[src/rtl/sysfir_pkg.sv]
// Shared helpers for the systolic FIR.
// Assumes signed operands; sizes are elaboration-time constants.
package sysfir_pkg;

    // Width of a partial sum that cannot overflow for the given tap count.
    function automatic int sum_width(input int dw, input int cw, input int taps);
        return dw + cw + $clog2(taps);
    endfunction

endpackage

[src/rtl/fir_delay_pair.sv]
// Two-register hop of the sample delay chain between adjacent taps.
// Assumes the pipeline advances every cycle (no stall).
module fir_delay_pair #(
    parameter int DW = 16
) (
    input  logic                 clk,
    input  logic                 rst_n,
    input  logic signed [DW-1:0] x_in,
    output logic signed [DW-1:0] x_out
);

    logic signed [DW-1:0] hop1_q;
    logic signed [DW-1:0] hop2_q;

    // Shift the sample two stages toward the next tap.
    always_ff @(posedge clk) begin
        if (!rst_n) begin
            hop1_q <= '0;
            hop2_q <= '0;
        end else begin
            hop1_q <= x_in;
            hop2_q <= hop1_q;
        end
    end

    assign x_out = hop2_q;

endmodule

[src/rtl/fir_tap.sv]
// One systolic tap: a two-stage pipelined multiplier, then a registered
// post-adder that adds the previous tap's partial sum.
// Assumes SW >= DW+CW so the product fits the partial sum unchanged.
module fir_tap #(
    parameter int DW = 16,
    parameter int CW = 16,
    parameter int SW = 34
) (
    input  logic                 clk,
    input  logic                 rst_n,
    input  logic signed [CW-1:0] coef,
    input  logic signed [DW-1:0] x_in,
    input  logic signed [SW-1:0] sum_in,
    output logic signed [SW-1:0] sum_out
);

    localparam int PW = DW + CW;

    logic signed [PW-1:0] prod_s1_q;
    logic signed [PW-1:0] prod_s2_q;
    logic signed [SW-1:0] prod_ext;
    logic signed [SW-1:0] sum_q;

    assign prod_ext = SW'(prod_s2_q);

    // Multiply in stage one, retime in stage two, accumulate in stage three.
    always_ff @(posedge clk) begin
        if (!rst_n) begin
            prod_s1_q <= '0;
            prod_s2_q <= '0;
            sum_q     <= '0;
        end else begin
            prod_s1_q <= PW'(x_in) * PW'(coef);
            prod_s2_q <= prod_s1_q;
            sum_q     <= prod_ext + sum_in;
        end
    end

    assign sum_out = sum_q;

endmodule

[src/rtl/fir_valid_pipe.sv]
// Shift register that carries the sample strobe beside the data path.
// Assumes DEPTH >= 2.
module fir_valid_pipe #(
    parameter int DEPTH = 7
) (
    input  logic clk,
    input  logic rst_n,
    input  logic valid_i,
    output logic valid_o
);

    logic [DEPTH-1:0] flags_q;

    // Move the strobe one stage per cycle.
    always_ff @(posedge clk) begin
        if (!rst_n) begin
            flags_q <= '0;
        end else begin
            flags_q <= {flags_q[DEPTH-2:0], valid_i};
        end
    end

    assign valid_o = flags_q[DEPTH-1];

endmodule

[src/rtl/sysfir_systolic.sv]
// Systolic single-rate FIR of order TAPS. Taps are cascaded through a
// sample delay chain (two registers per hop) and a partial-sum chain
// (one register per tap). Result latency is TAPS+2 cycles.
// Assumes coef_i is changed only while rst_n is low.
module sysfir_systolic
    import sysfir_pkg::*;
#(
    parameter int TAPS = 5,
    parameter int DW   = 16,
    parameter int CW   = 16
) (
    input  logic                                     clk,
    input  logic                                     rst_n,
    input  logic [TAPS*CW-1:0]                       coef_i,
    input  logic                                     in_valid,
    input  logic signed [DW-1:0]                     in_data,
    output logic                                     out_valid,
    output logic signed [sum_width(DW, CW, TAPS)-1:0] out_data
);

    localparam int SW      = sum_width(DW, CW, TAPS);
    localparam int LATENCY = TAPS + 2;

    logic signed [DW-1:0] x_chain [0:TAPS-1];
    logic signed [SW-1:0] psum    [0:TAPS];

    // A dropped strobe feeds a zero sample into the history.
    assign x_chain[0] = in_valid ? in_data : '0;
    assign psum[0]    = '0;

    for (genvar k = 0; k < TAPS; k++) begin : g_tap
        fir_tap #(
            .DW (DW),
            .CW (CW),
            .SW (SW)
        ) u_tap (
            .clk     (clk),
            .rst_n   (rst_n),
            .coef    (coef_i[k*CW +: CW]),
            .x_in    (x_chain[k]),
            .sum_in  (psum[k]),
            .sum_out (psum[k+1])
        );

        if (k < TAPS - 1) begin : g_hop
            fir_delay_pair #(
                .DW (DW)
            ) u_hop (
                .clk   (clk),
                .rst_n (rst_n),
                .x_in  (x_chain[k]),
                .x_out (x_chain[k+1])
            );
        end
    end

    fir_valid_pipe #(
        .DEPTH (LATENCY)
    ) u_vpipe (
        .clk     (clk),
        .rst_n   (rst_n),
        .valid_i (in_valid),
        .valid_o (out_valid)
    );

    assign out_data = psum[TAPS];

endmodule

[config.mk]
export PLATFORM = sky130hd
export DESIGN_NAME = sysfir_systolic
export DESIGN_NICKNAME = d
export VERILOG_FILES = /design/src/rtl/sysfir_pkg.sv /design/src/rtl/fir_delay_pair.sv /design/src/rtl/fir_tap.sv /design/src/rtl/fir_valid_pipe.sv /design/src/rtl/sysfir_systolic.sv
export SDC_FILE = /design/constraint.sdc
export NUM_CORES = 2
export LEC_CHECK = 0
export BUFFER_PORTS_ARGS = -buffer_cell sky130_fd_sc_hd__buf_4
export CAP_MARGIN = 20
export CORE_MARGIN = 2
export CORE_UTILIZATION = 30
export DETAILED_ROUTE_END_ITERATION = 10
export GPL_TIMING_DRIVEN = 0
export PLACE_DENSITY_LB_ADDON = 0.2
export SYNTH_ARGS = -nofsm -noshare
export SYNTH_HDL_FRONTEND = slang
export SYNTH_SLANG_ARGS = --single-unit
[constraint.sdc]
create_clock -name clk -period 13.7 [get_ports clk]
set_clock_uncertainty 0.05 [all_clocks]
set_input_delay 2.74 -clock clk [delete_from_list [all_inputs] [get_ports clk]]
set_output_delay 2.74 -clock clk [all_outputs]
set_load 0.05 [all_outputs]
Word-level counts from Yosys, hierarchy flattened. Index checks and enable logic that the tools add are counted.

Add/subtract/negate cells: 4. Multiply operators: 5. Muxes and demuxes: 1.

Operators with widths (count): multiplier 16 x 16 -> 32 bit (5); adder 32 x 35 -> 35 bit (3); adder 32 x 32 -> 33 bit (1); two-way mux 16 bit (1).

Register bits after elaboration: 627. Bits of input ports: 99. Output and inout port bits: 36. Word-level logic and storage cells: 34.

Longest topological paths before layout.
Depth in word-level cells: 2. Gate-level depth with buffers: 26. Mapped depth without buffers: 24.

By module. A second synthesis with hierarchy kept.

Cells, all modules: 7955. Area total of the unflattened synthesis: 74216.2 µm².

Modules (own cells, without submodules): fir_tap (g_tap[1].u_tap ...) (times used 2, cells each 1535, area an instance 14108.5 µm², seq. area each 1981.9 µm²); fir_tap (g_tap[0].u_tap) (times used 1, cells each 1547, area an instance 14112.3 µm², seq. area each 1981.9 µm²); fir_tap (g_tap[3].u_tap) (times used 1, cells each 1519, area an instance 14032.2 µm², seq. area each 1981.9 µm²); fir_tap (g_tap[4].u_tap) (times used 1, cells each 1519, area an instance 13957.1 µm², seq. area each 1981.9 µm²); fir_delay_pair (times used 4, cells each 67, area an instance 895.9 µm², seq. area each 640.6 µm²); fir_valid_pipe (times used 1, cells each 14, area an instance 183.9 µm², seq. area each 140.1 µm²); sysfir_systolic (times used 1, cells each 18, area an instance 130.1 µm², seq. area each 0.0 µm²).

Least setup slack after synthesis. No wires, ideal clock.

Kind: in2reg. From: in in_valid. To: reg g_tap[0].u_tap.prod_s1_q[31]. Library setup time: 115 ps. Arrival time: 8689 ps. Required time: 13535 ps. Path slack: 4846 ps. Cell stages on the path: 25. Path buffers: 2. Cell sequence: clkbuf_1 -> and2_1 -> clkbuf_1 -> nand2_1 -> fa_1 -> inv_1 -> fa_1 -> inv_1 -> fa_1 -> inv_1 -> fa_1 -> fa_1 -> inv_1 -> fa_1 -> inv_1 -> ha_1 -> a21o_1 -> a21o_1 -> a21o_1 -> a41o_1 -> and4_1 -> o41ai_1 -> o21ai_1 -> xnor2_1 -> and2_1.

Longest elaborated chain between the ends: 2.

Ends and longest elaborated chain: from (decl) (line sysfir_systolic.sv:15) `input logic in_valid,`; two-way mux 16 bit (line sysfir_systolic.sv:28) `assign x_chain[0] = in_valid ? in_data : '0;`; multiplier 16 x 16 -> 32 bit (line fir_tap.sv:33) `prod_s1_q <= PW'(x_in) * PW'(coef);`; to (signal assigned) (line fir_tap.sv:33); to (decl) (line fir_tap.sv:19) `logic signed [PW-1:0] prod_s1_q;`.

No other way between the ends. A chain may end at the register's enable or synchronous reset.

Final worst setup path. Ends and elaborated chain as after synthesis.

==> results <==
- STA classifies the critical path startpoint as a primary input.
- The number of core rows is approximately 180.
- The hold violation count in the final report is 0.
- The share of synthesized registers carrying an async set or reset is 0%.
- The static leakage is 38.66 nW.
- The placeable core region is between 200000 and 250000 µm².
- The share of layout cells above drive strength 1 is under 10%.
- The number of max-capacitance violations reported is 0.
- In the final layout, the multi-input gates occupy roughly 52000 µm².
- In this run, post-CTS hold repair placed 0 buffers.
- In the routed design, unresolved DRC markers number 0.
- Setup repair after global routing left no endpoint under its margin.
- The number of enable flip-flop cells after synthesis is 0.
- Hold is met by roughly 380 ps.
- The final-layout setup total negative slack is 0 ps.
- The layout overhead on the synthesized area is 10.15%.
- After synthesis, the most frequently instantiated cells are sky130_fd_sc_hd__inv_1, sky130_fd_sc_hd__fa_1, sky130_fd_sc_hd__and2_1.
- Along the worst path, the maximum fanout reaches 10.
- The register area is ~13000 µm².
- The most repeated cell in the gate-level netlist after synthesis is sky130_fd_sc_hd__inv_1.
- The critical path is of the primary input to flip-flop type.
- Port buffering added 133 buffers.
- During I/O placement, the number of pins put on the boundary was ~140.
- From left edge to right edge, the die measures approximately 500 µm.
- The tightest min-delay check is of the flip-flop to flip-flop type.
- When the netlist entered floorplanning its net count stood at between 9000 and 10000.
- The final critical-path share of the clock period is roughly 70%.
- The longest clock path from root to sink contains 3 buffers.
- The netlist area before placement is roughly 71000 µm².
- Per report_power, the clock group accounts for a little under a quarter of the total.
- In this run, the number of DRC markers left after iteration 0 of detailed routing was between 3000 and 4000.
- Yosys attributes the largest share of cell area to sky130_fd_sc_hd__fa_1, sky130_fd_sc_hd__dfxtp_1, sky130_fd_sc_hd__ha_1.
- The largest net degree at the start of global routing is 18.
- The via count is a little over 50000.
- The first detailed-routing pass ran for 6 iterations.
- Data on the critical path is required at its endpoint by about 14000 ps.
- For the pin with the worst max-slew slack, the measured transition is between 1000 and 1500 ps.
- Counting I/O delays and the setup requirement, the final critical path takes 9612 ps.
- The prevailing post-synth register cell is sky130_fd_sc_hd__dfxtp_1.
- The H-tree generated during clock tree synthesis spans 2 levels.
- The first global-routing pass estimated roughly 330000 µm of wire.
- Clock-pin slew was measured on the worst setup and hold paths at 60 ps.
- The kind of end point of the critical path is a flip-flop.
- Along the worst hold path, the cell count comes to 1.
- The layout has 24680 filler cells.
- Combinational cells account for about 47% of the total power.
- The depth of the worst register-to-register path is 21.
- Of all cell types, the one taking the most synthesized area is sky130_fd_sc_hd__fa_1.
- Summed over all nets, the half-perimeter wirelength after detailed placement is approximately 180000 µm.
- The number of nets at the end of the flow is between 9000 and 10000.
- The number of antenna violations at the first check in global routing is 31.
- At the end of routability-driven placement, the weighted congestion stood at between 0.8 and 0.9.
- The number of gates resized after cts is 0.
- Across the VDD grid, the largest voltage drop is 0.1048 mV.
- The routed design has between 200000 and 250000 µm of wire.
- The synthesized design devotes to its leading area cell type 36.87% of total area.
- The timing-limited maximum frequency is ~100 MHz.
- The sequential area share after synthesis is between 10% and 20%.
- The initial standard-cell utilization of the core is a little under a third.
- The worst slew slack as a fraction of its limit is roughly 30%.
- The detail route stage leaves a number of antenna-violating nets equal to 0.
- In this run, distinct cell masters in the synthesized netlist total 75.
- Net switching is 39.64% of the power.
- CTS saw ~630 sinks.
- The slowest library cell on the worst path is sky130_fd_sc_hd__clkbuf_1.
- Summed over all nets, the switching power comes to between 2 and 3 mW.
- After detailed routing, the number of vias per cell comes to between 4 and 5.
- Synthesis inferred 625 register bits.
- Setup violations remaining at the end of the flow were counted as 0.
- Of the total power, registers draw about 29%.
- The combined buffer and inverter count along the critical path is 8.
- The die footprint is around 240000 µm².
- The height of the chip is between 400 and 500 µm.
- Grouping stages by cell kind, the critical path spends the most delay in adder cells.
- The number of warning messages in the yosys log is 0.
- The power density of the placed cells is 92.40 nW/µm².
- Buffers inserted during clock tree synthesis total 60.
- Global routing used between 10% and 20% of the available tracks.
- The dominant cell type by count on the critical path is sky130_fd_sc_hd__fa_1.
- The flow ran to the end, and the final reports show no timing, DRC or antenna violations.
- TritonCTS built the clock tree.
- Data arrives at the worst endpoint at about 10000 ps.
- The number of pins exceeding their max-slew limit in the final report is 0.
- The post-synthesis average cell area is between 9 and 10 µm².
- The number of stages on the worst setup path is 26.
- The clock network latency to the later pin of the worst-skew pair is between 600 and 700 ps.
- The total overflow reported by the global router is 0.
- Synthesis produced a netlist whose cell count is 7642.
- Clock tree synthesis selected as its root buffer the cell sky130_fd_sc_hd__clkbuf_16.
- The via count of the first global-routing pass is 55170.
- The internal portion of the total power is ~4.4 mW.
- In the final routed layout, each cell accounts on average for around 19 µm.
- The largest stage delay on the critical path is roughly 600 ps.
- The post-CTS repair timing setup buffer count is 0.
[logic make-up (layout without fill, tap and decap cells)]
group / count (synthesis) / count (layout) / synth area share (%)
XOR/XNOR: 236 / 236 / 2.897
adder cells (fa/ha/maj): 1857 / 1857 / 46.39
buffers and inverters: 1793 / 2048 / 9.432
AO/OA/AOI/OAI: 736 / 736 / 6.772
flip-flops: 625 / 625 / 17.54
AND/OR/NAND/NOR: 2387 / 2387 / 16.86
other: 0 / 5 / 0
multiplexers: 8 / 8 / 0.1122
[metrics by stage]
step                      setup WS (ps)  area [µm²]  std cells  util [%]  power [mW]
after floorplan                    4846       71350       7642         -       4.598
after global placement             3401       76310      10940     32.18       5.571
after detailed placement           3418       76490      10950     32.25       5.599
after CTS                          4135       78570      11060     33.13       7.366
after global routing               3731       78580      11060     33.13       7.897
final                              4088       78600      11070     33.14       7.262
[state kept, by name, summed over array words and instances (netlist names)]
signal                    cells
g_tap.u_tap.prod_s1_q       160
g_tap.u_tap.sum_out         170
u_vpipe.flags_q               7
g_tap.u_tap.prod_s2_q       160
g_tap.g_hop.u_hop.x_out      64
g_tap.g_hop.u_hop.hop1_q     64
[worst paths after layout]
| path | to | slack (ps) | start |
|---|---|---|---|
| min | g_tap[2].g_hop.u_hop.x_out[5] | 380 | g_tap[2].g_hop.u_hop.hop1_q[5] |
| max | g_tap[0].u_tap.prod_s1_q[31] | 4090 | in_valid |
| min reg2reg | g_tap[2].g_hop.u_hop.x_out[5] | 380 | g_tap[2].g_hop.u_hop.hop1_q[5] |
| max reg2reg | g_tap[4].u_tap.prod_s1_q[31] | 5840 | g_tap[3].g_hop.u_hop.x_out[3] |
[area by class of cell]
| cell class | instances | area share, % |
|---|---|---|
| Timing Repair Buffer | 144 | 1.508 |
| Antenna cell | 5 | 0.01592 |
| Buffer | 261 | 1.251 |
| Inverter | 1532 | 7.316 |
| Clock inverter | 30 | 0.4680 |
| Clock buffer | 81 | 2.178 |
| Sequential cell | 625 | 15.92 |
| Multi-Input combinational cell | 5224 | 66.30 |
| Tap cell | 3167 | 5.042 |
[power by group through the flow]
stage                     Clock [mW]  Combinational, mW  Sequential, mW
after floorplan                    0               2.48            2.11
after global placement             0               3.41            2.16
after detailed placement           0               3.44            2.16
after CTS                       1.78               3.47            2.12
after global routing            1.86               3.91            2.12
final                           1.74               3.41            2.11
[per-layer routing]
| layer | track usage [%] | vias up | share of wire [%] |
|---|---|---|---|
| met1 | 23.75 | 25720 | 44 |
| met2 | 30.55 | 1208 | 48 |
| met5 | 0 | - | 0.022 |
| met4 | 4.695 | 8 | 3.0 |
| met3 | 2.391 | 287 | 5.0 |
| li1 | - | 23700 | - |
[cells in the final DEF, fill, tap and decap left out, types with 51 or more instances in the layout]
| cell type | synthesis | layout |
|---|---|---|
| sky130_fd_sc_hd__xor2_1 | 89 | 89 |
| sky130_fd_sc_hd__and2_1 | 799 | 799 |
| sky130_fd_sc_hd__nand3_1 | 51 | 51 |
| sky130_fd_sc_hd__nand2b_1 | 63 | 63 |
| sky130_fd_sc_hd__nor2_1 | 359 | 359 |
| sky130_fd_sc_hd__dfxtp_1 | 625 | 625 |
| sky130_fd_sc_hd__a21oi_1 | 195 | 195 |
| sky130_fd_sc_hd__xnor2_1 | 147 | 147 |
| sky130_fd_sc_hd__buf_4 | 0 | 133 |
| sky130_fd_sc_hd__a21o_1 | 123 | 123 |
| sky130_fd_sc_hd__nand2_1 | 764 | 764 |
| sky130_fd_sc_hd__and3_1 | 169 | 169 |
| sky130_fd_sc_hd__clkbuf_1 | 250 | 257 |
| sky130_fd_sc_hd__fa_1 | 1314 | 1314 |
| sky130_fd_sc_hd__ha_1 | 543 | 543 |
| sky130_fd_sc_hd__clkbuf_16 | 0 | 61 |
| sky130_fd_sc_hd__nor3_1 | 65 | 65 |
| sky130_fd_sc_hd__inv_1 | 1531 | 1531 |
| sky130_fd_sc_hd__o21ai_0 | 127 | 127 |
Power figures use the tool's default switching activity.
